## src/rtl/pwr_eng_pkg.sv

```systemverilog
// Package: shared constants and types for the power register command engine.
// Assumes: a single command code selects register access; error codes are fixed.
package pwr_eng_pkg;

    localparam logic [7:0] PCTL_CODE = 8'hFF;

    typedef enum logic [1:0] {
        OP_WR  = 2'd0,
        OP_RD  = 2'd1,
        OP_RMW = 2'd2
    } op_e;

    localparam logic [7:0] EC_NONE = 8'h00;
    localparam logic [7:0] EC_CODE = 8'h01;
    localparam logic [7:0] EC_ID   = 8'h02;
    localparam logic [7:0] EC_SIZE = 8'h03;

endpackage

```

## src/rtl/pwr_eng_decode.sv

```systemverilog
// Module: pwr_eng_decode
// Checks a command's code, id and byte count, and derives the operation and
// the register count. It is purely combinational and works on the raw
// command inputs. Assumes: the code check outranks the id check, which
// outranks the count check.
module pwr_eng_decode
    import pwr_eng_pkg::*;
#(
    parameter int MAX_REGS = 5,
    parameter int CNT_W    = $clog2(MAX_REGS + 1)
) (
    input  logic [7:0]       cmd_code,
    input  logic [3:0]       cmd_id,
    input  logic [7:0]       size,
    output logic             ok,
    output op_e              op,
    output logic [CNT_W-1:0] cnt,
    output logic [7:0]       ec
);

    logic id_bad;

    // Purpose: map the id to an operation and find the register count that the size implies.
    always_comb begin
        op     = OP_WR;
        cnt    = '0;
        id_bad = 1'b0;
        case (cmd_id)
            4'd0: begin
                op = OP_WR;
                for (int k = 1; k <= MAX_REGS; k++)
                    if (size == 8'(3 * k)) cnt = CNT_W'(k);
            end
            4'd1: begin
                op = OP_RD;
                for (int k = 1; k <= MAX_REGS; k++)
                    if (size == 8'(2 * k)) cnt = CNT_W'(k);
            end
            4'd2: begin
                op = OP_RMW;
                if (size == 8'd4) cnt = CNT_W'(1);
            end
            default: id_bad = 1'b1;
        endcase
    end

    // Purpose: rank the error causes and flag a valid command.
    always_comb begin
        if (cmd_code != PCTL_CODE) ec = EC_CODE;
        else if (id_bad)           ec = EC_ID;
        else if (cnt == '0)        ec = EC_SIZE;
        else                       ec = EC_NONE;
        ok = (ec == EC_NONE);
    end

endmodule

```

## src/rtl/pwr_eng_regfile.sv

```systemverilog
// Module: pwr_eng_regfile
// An 8-bit register file with one address port. The read is combinational
// and the write is clocked. Assumes: at most one access per cycle; every
// entry clears to zero on reset.
module pwr_eng_regfile #(
    parameter int REG_AW = 6,
    localparam int DEPTH = 1 << REG_AW
) (
    input  logic              clk,
    input  logic              rst_n,
    input  logic              we,
    input  logic [REG_AW-1:0] addr,
    input  logic [7:0]        wdata,
    output logic [7:0]        rdata
);

    logic [7:0] mem [DEPTH];

    // Purpose: clear the storage on reset and take a write when asked.
    always_ff @(posedge clk) begin
        if (!rst_n) begin
            for (int i = 0; i < DEPTH; i++) mem[i] <= 8'h00;
        end else if (we) begin
            mem[addr] <= wdata;
        end
    end

    // Purpose: give the addressed entry back without delay.
    always_comb rdata = mem[addr];

endmodule

```

## src/rtl/pwr_eng_seq.sv

```systemverilog
// Module: pwr_eng_seq
// Captures an accepted command and steps through its register list, one
// access per clock. It fills the result buffer for reads, merges under the
// mask for updates, and pulses done at the end. Assumes: the decode outputs
// are valid in the cycle that start is high; the payload holds at most
// BUF_BYTES bytes.
module pwr_eng_seq
    import pwr_eng_pkg::*;
#(
    parameter int MAX_REGS  = 5,
    parameter int BUF_BYTES = 16,
    parameter int REG_AW    = 6,
    parameter int CNT_W     = $clog2(MAX_REGS + 1),
    localparam int BI_W     = $clog2(BUF_BYTES)
) (
    input  logic                   clk,
    input  logic                   rst_n,
    input  logic                   start,
    input  logic                   ok,
    input  op_e                    op,
    input  logic [CNT_W-1:0]       cnt,
    input  logic [7:0]             ec,
    input  logic [8*BUF_BYTES-1:0] wbuf,
    input  logic [7:0]             rd_data,
    output logic                   busy,
    output logic                   done,
    output logic                   err,
    output logic [7:0]             err_code,
    output logic [8*BUF_BYTES-1:0] rbuf,
    output logic                   rf_we,
    output logic [REG_AW-1:0]      rf_addr,
    output logic [7:0]             rf_wdata
);

    op_e              op_q;
    logic [CNT_W-1:0] cnt_q;
    logic [CNT_W-1:0] idx_q;
    logic [7:0]       pay [BUF_BYTES];
    logic [7:0]       rb  [BUF_BYTES];
    logic [BI_W-1:0]  lo_i, hi_i, dat_i;
    logic             accept, last;

    // Purpose: work out the payload byte positions for the current list entry.
    always_comb begin
        lo_i  = BI_W'({idx_q, 1'b0});
        hi_i  = lo_i + 1'b1;
        dat_i = BI_W'({cnt_q, 1'b0}) + BI_W'(idx_q);
    end

    // Purpose: drive the register file port for the current access.
    always_comb begin
        rf_addr  = REG_AW'({pay[hi_i], pay[lo_i]});
        rf_we    = busy && (op_q != OP_RD);
        if (op_q == OP_RMW)
            rf_wdata = (rd_data & ~pay[3]) | (pay[2] & pay[3]);
        else
            rf_wdata = pay[dat_i];
    end

    // Purpose: decide whether start is taken and whether this access is the last one.
    always_comb begin
        accept = start && !busy;
        last   = (idx_q == CNT_W'(cnt_q - 1'b1));
    end

    // Purpose: capture commands, step the list index and produce the completion fields.
    always_ff @(posedge clk) begin
        if (!rst_n) begin
            busy     <= 1'b0;
            done     <= 1'b0;
            err      <= 1'b0;
            err_code <= 8'h00;
            op_q     <= OP_WR;
            cnt_q    <= '0;
            idx_q    <= '0;
            for (int b = 0; b < BUF_BYTES; b++) begin
                pay[b] <= 8'h00;
                rb[b]  <= 8'h00;
            end
        end else begin
            done <= 1'b0;
            if (accept) begin
                err      <= !ok;
                err_code <= ec;
                if (ok) begin
                    busy  <= 1'b1;
                    idx_q <= '0;
                    op_q  <= op;
                    cnt_q <= cnt;
                    for (int b = 0; b < BUF_BYTES; b++) begin
                        pay[b] <= wbuf[8*b +: 8];
                        if (op == OP_RD) rb[b] <= 8'h00;
                    end
                end else begin
                    done <= 1'b1;
                end
            end else if (busy) begin
                if (op_q == OP_RD) rb[idx_q] <= rd_data;
                idx_q <= idx_q + 1'b1;
                if (last) begin
                    busy <= 1'b0;
                    done <= 1'b1;
                end
            end
        end
    end

    // Purpose: pack the result bytes onto the output bus.
    always_comb begin
        for (int b = 0; b < BUF_BYTES; b++) rbuf[8*b +: 8] = rb[b];
    end

endmodule

```

## src/rtl/pwr_reg_engine.sv

```systemverilog
// Module: pwr_reg_engine (top)
// The power register command engine. It links the command check, the access
// sequencer and the register file. Assumes: the mailbox presents a command
// with a one-cycle start and reads the results once done pulses.
module pwr_reg_engine
    import pwr_eng_pkg::*;
#(
    parameter int MAX_REGS  = 5,
    parameter int BUF_BYTES = 16,
    parameter int REG_AW    = 6,
    localparam int CNT_W    = $clog2(MAX_REGS + 1)
) (
    input  logic                   clk,
    input  logic                   rst_n,
    input  logic                   start,
    input  logic [7:0]             cmd_code,
    input  logic [3:0]             cmd_id,
    input  logic [7:0]             size,
    input  logic [8*BUF_BYTES-1:0] wbuf,
    output logic                   busy,
    output logic                   done,
    output logic                   err,
    output logic [7:0]             err_code,
    output logic [8*BUF_BYTES-1:0] rbuf
);

    logic             dec_ok;
    op_e              dec_op;
    logic [CNT_W-1:0] dec_cnt;
    logic [7:0]       dec_ec;
    logic             rf_we;
    logic [REG_AW-1:0] rf_addr;
    logic [7:0]       rf_wdata, rf_rdata;

    pwr_eng_decode #(.MAX_REGS(MAX_REGS), .CNT_W(CNT_W)) dec_i (
        .cmd_code (cmd_code),
        .cmd_id   (cmd_id),
        .size     (size),
        .ok       (dec_ok),
        .op       (dec_op),
        .cnt      (dec_cnt),
        .ec       (dec_ec)
    );

    pwr_eng_seq #(
        .MAX_REGS (MAX_REGS),
        .BUF_BYTES(BUF_BYTES),
        .REG_AW   (REG_AW),
        .CNT_W    (CNT_W)
    ) seq_i (
        .clk      (clk),
        .rst_n    (rst_n),
        .start    (start),
        .ok       (dec_ok),
        .op       (dec_op),
        .cnt      (dec_cnt),
        .ec       (dec_ec),
        .wbuf     (wbuf),
        .rd_data  (rf_rdata),
        .busy     (busy),
        .done     (done),
        .err      (err),
        .err_code (err_code),
        .rbuf     (rbuf),
        .rf_we    (rf_we),
        .rf_addr  (rf_addr),
        .rf_wdata (rf_wdata)
    );

    pwr_eng_regfile #(.REG_AW(REG_AW)) rf_i (
        .clk   (clk),
        .rst_n (rst_n),
        .we    (rf_we),
        .addr  (rf_addr),
        .wdata (rf_wdata),
        .rdata (rf_rdata)
    );

endmodule

```

## config.mk

```make
export PLATFORM = sky130hd
export DESIGN_NAME = pwr_reg_engine
export DESIGN_NICKNAME = d
export VERILOG_FILES = /design/src/rtl/pwr_eng_pkg.sv /design/src/rtl/pwr_eng_decode.sv /design/src/rtl/pwr_eng_regfile.sv /design/src/rtl/pwr_eng_seq.sv /design/src/rtl/pwr_reg_engine.sv
export SDC_FILE = /design/constraint.sdc
export NUM_CORES = 1
export LEC_CHECK = 0
export BUFFER_PORTS_ARGS = -buffer_cell sky130_fd_sc_hd__buf_2
export CELL_PAD_IN_SITES_DETAIL_PLACEMENT = 2
export CELL_PAD_IN_SITES_GLOBAL_PLACEMENT = 2
export CORE_ASPECT_RATIO = 0.7
export CORE_UTILIZATION = 28
export CTS_CLUSTER_DIAMETER = 150
export DETAILED_ROUTE_END_ITERATION = 7
export PLACE_DENSITY = 0.61
export SLEW_MARGIN = 10
export SYNTH_ARGS = -nofsm -noshare
export SYNTH_HDL_FRONTEND = slang
export SYNTH_SLANG_ARGS = --single-unit
```

## constraint.sdc

```tcl
create_clock -name clk -period 16.96 [get_ports clk]
set_input_delay 3.392 -clock clk [delete_from_list [all_inputs] [get_ports clk]]
set_output_delay 3.392 -clock clk [all_outputs]
set_load 0.01 [all_outputs]
```

==> impl_summary.md <==
Finish
The final layout contains between 3000 and 4000 nets. In the layout the commonest cells are sky130_fd_sc_hd__edfxtp_1 (704), sky130_fd_sc_hd__nor2_1 (528), sky130_fd_sc_hd__nand2_1 (354), sky130_fd_sc_hd__buf_2 (218), sky130_fd_sc_hd__mux2i_1 (169). The commonest non-fill, non-tap cell in the layout is sky130_fd_sc_hd__edfxtp_1. Cells fill 31.9% of the core in the end.

In the final layout, the share of cells above drive strength 1 is between 10% and 20%. The layout has between 10000 and 15000 filler cells. Compared with the post-synthesis result, the final layout area differs by 12.2%.

Setup path
The cell repeated most along the worst path is sky130_fd_sc_hd__buf_4. Along the worst path, the maximum fanout reaches about 120. The endpoint required time on the critical path is roughly 17 ns.

The cell at the slowest stage of the critical path is sky130_fd_sc_hd__and4b_1. For this run, the slowest stage of the critical path takes a little over 0.9 ns. The kind of critical path is register to register.

The terminus of the critical flop-to-flop path is rf_i.mem[2][7]. The depth of the most critical reg-to-reg path is 13. The kind of end point of the critical path is a register. The arrival time at the worst endpoint is approximately 7.6 ns. The largest delay contributor family on the critical path is buffers and inverters. The worst setup path is launched from a register. The critical path buffer and inverter count is 4.

The worst reg-to-reg setup slack is just under 10 ns. The critical path goes through buf_4 > mux2i_1 > a22o_4 > nor2_8 > buf_12 > mux2i_1 > a221oi_1 > a22oi_1 > and4b_1 > o311a_4 > buf_4 > buf_4 > nor2_1.

Pwr
The switching fraction of total power is 26.2%. The peak supply drop is approximately 0.064 mV. The clock share of power is between 30% and 40%.

The combinational share of power is 10.7%. The design draws 4.10 mW. The analysis attributes to net switching a power of 1.07 mW. In this run the power density over the cells is 107 nW/um2. Sequential cells account for 49.9% of the total power. The internal power of the cells is 3.03 mW.

In this run the static leakage power is 13.8 nW.

Detailed routing
The initial DRC count is between 1500 and 2000. For this block, the via count after detailed routing is approximately 22000. For this run, design rule violations remaining after detail routing come to 0.

The routed length per placed instance is 25.5 um. The wire length reported by the detailed router is roughly 120000 um. The first-pass iteration count of the detailed router is 5. The count of antenna-violating nets left after detailed routing is 0. The post-detailed-route via-to-cell ratio is 4.90.

Place
The count of buffers added on input and output ports is roughly 220. The estimated wirelength of the detail-placed design is 77600 um. Routability-driven placement finished with a final weighted congestion of about 0.81.

Global routing
The number of global-route vias before repair is 23500. Entering global routing, the biggest net connects about 130 pins. The overall overflow remaining after global route is 0. met2 is the most crowded layer.

For this run, global-route usage on met2 was measured as approximately 28%. The first global-routing pass estimated around 170000 um of wire. The global routing usage summed across all routing layers is 18.4%. The initial antenna violation count is 6. For this run, global-route usage on met1 was measured as around 27%. For this run, global-route usage on met3 was measured as roughly 3.2%.

STA
The worst path uses between 40% and 50% of the clock period. The worst path in the final design needs a cycle of 7.21 ns, including I/O delays and setup. Headroom to the max-slew limit came out at a little over an eighth. The actual slew at the worst max-slew pin is about 1.3 ns. The number of pins exceeding their max-slew limit in the final report came to 0.

Across all hold checks on the routed design, the worst slack comes to ~0.50 ns. The number of setup violations in the final report is 0. Summed over all failing endpoints, the final setup total negative slack is 0 ns. The maximum clock skew at final layout is approximately 0.024 ns. The fmax is about 140 MHz. Setup repair after global routing left no endpoint under its margin. The total count of hold-check failures in the final report was 0.

CTS
The cell chosen for the clock root is sky130_fd_sc_hd__clkbuf_16. The clock net in this run drives a total of between 700 and 800 sinks. After clock tree synthesis, the clock-pin slew on the worst setup and hold paths is roughly 0.06 ns. The hold buffer count at CTS is 0. The clock insertion delay at the later pin of the skew report is between 0.6 and 0.7 ns.

TritonCTS built the clock tree. The number of post-CTS setup repair buffers is 0. The maximum number of buffers from clock root to sink is 3. The H-tree depth is 3. After clock tree synthesis, the repair step resized 0 gates.

TritonCTS created 75 clock buffers.

Floorplanning
290 I/O pins were placed. The floorplan step defined a die boundary enclosing approximately 120000 um2. The effective utilization at floorplan is 28.4%. The area of the core is ~120000 um2. The initialized floorplan defines about 110 standard-cell rows. The die is around 290 um tall. The overall die width is 420 um.

Synth
The fraction of registers with async set or reset after synthesis is 0%. In the post-synthesis netlist, the biggest area contributors are sky130_fd_sc_hd__edfxtp_1 (62%), sky130_fd_sc_hd__nor2_1 (5.8%), sky130_fd_sc_hd__mux2i_1 (4.9%), sky130_fd_sc_hd__mux4_2 (4.1%), sky130_fd_sc_hd__nand2_1 (3.9%). The largest area contributor in the synthesized netlist is sky130_fd_sc_hd__edfxtp_1. The part of the Yosys area used for sequential elements is 62.6%.

In this run, synthesis produced a sequential element count of 720. The number of unique standard cell types used by synthesis is 67. The share of the synthesized area in the top cell type is 61.7%.

The number of enable-type register cells in the synthesized netlist is around 700. The gate count after technology mapping is 2692. Summing every instance area after synthesis gives around 34000 um2. The count of synthesis-stage warnings from yosys is 0.

Dividing the synthesized area by the synthesized cell count gives between 10 and 15 um2. Among all flip-flop cells after synthesis, the most frequent one is sky130_fd_sc_hd__edfxtp_1.

Outcome
The run finished with clean final reports.

Min path
The worst hold path terminates at seq_i.err. The path category of the worst min-delay check is register to register. The worst hold path was traced through 2 stages. The critical hold path startpoint is seq_i.err.

Flow run
The count of maximum capacitance violations is 0.
-- worst min-delay path, stage by stage, from the launching register on --
cell	delay (ns)
sky130_fd_sc_hd__dfxtp_1	0.34
sky130_fd_sc_hd__nor2_1	0.05
sky130_fd_sc_hd__nor2_1	0.07
-- kinds of logic after synthesis --
kind of cell / after synthesis / share of synthesized area, %
simple gates: 1278 / 17.9
flops: 720 / 62.6
buf+inv: 263 / 5.55
mux: 248 / 9.69
compound gates: 166 / 3.71
fa+ha+maj: 9 / 0.351
xor+xnor: 7 / 0.179
other cells: 1 / 0.0109
-- through the flow --
step	instances	worst slack (ns)	cell area, um2
floorplan	2761	8.83	34500
global placement	4388	9.73	36100
detailed placement	4388	9.59	36100
CTS	4518	9.68	38400
global route	4518	9.46	38400
finish	4521	9.75	38400
-- state kept, by name, summed over array words and instances (netlist names), named ones only --
register,cells
seq_i.done,1
seq_i.op_q,2
rf_i.mem,512
seq_i.busy,1
seq_i.idx_q,3
seq_i.rb,64
seq_i.err,1
seq_i.pay,128
seq_i.cnt_q,3
seq_i.err_code,2
-- power groups by stage --
stage               Combinational [mW]  Sequential, mW  Clock [mW]
floorplan                        0.285            2.07           0
global placement                 0.429            2.08           0
detailed placement               0.438            2.08           0
CTS                              0.439            2.05        1.65
global route                     0.460            2.05        1.71
finish                           0.438            2.04        1.62
-- per-layer routing --
layer	wire length, um	vias up
li1	-	9794
met1	55100	11700
met2	52200	587
met3	6180	135
met4	1890	0
met5	0	-
-- Yosys cell counts, drive strengths merged, types with 25 or more instances --
master	n
nand3	46
buf	178
clkbuf	72
nor2	590
o21ai	25
nand2	356
mux2i	169
and2	133
mux4	65
nor2b	61
a32oi	47
edfxtp	704
-- cell type report --
type                            instances  area [um2]  share of cell area [%]
Antenna cell                            3        7.51                  0.0195
Clock buffer                           96        2000                    5.20
Clock inverter                         34         278                   0.723
Inverter                               13        48.8                   0.127
Multi-Input combinational cell       1778       11200                    29.2
Sequential cell                       720       21500                    55.9
Tap cell                             1620        2030                    5.28
Timing Repair Buffer                  257        1400                    3.63
-- worst max-delay path by stage --
stage,start,end,slack [ns],depth (start not counted)
floorplan,size[5],seq_i.pay[0][0],8.83,8
global route,register,rf_i.mem[2][7],9.46,13
detailed placement,size[5],seq_i.pay[0][0],9.59,10
CTS,register,rf_i.mem[2][7],9.68,13
finish,register,rf_i.mem[2][7],9.75,13
global placement,register,rf_i.mem[0][7],9.73,13
No activity file was read; power rests on OpenSTA's default activity.
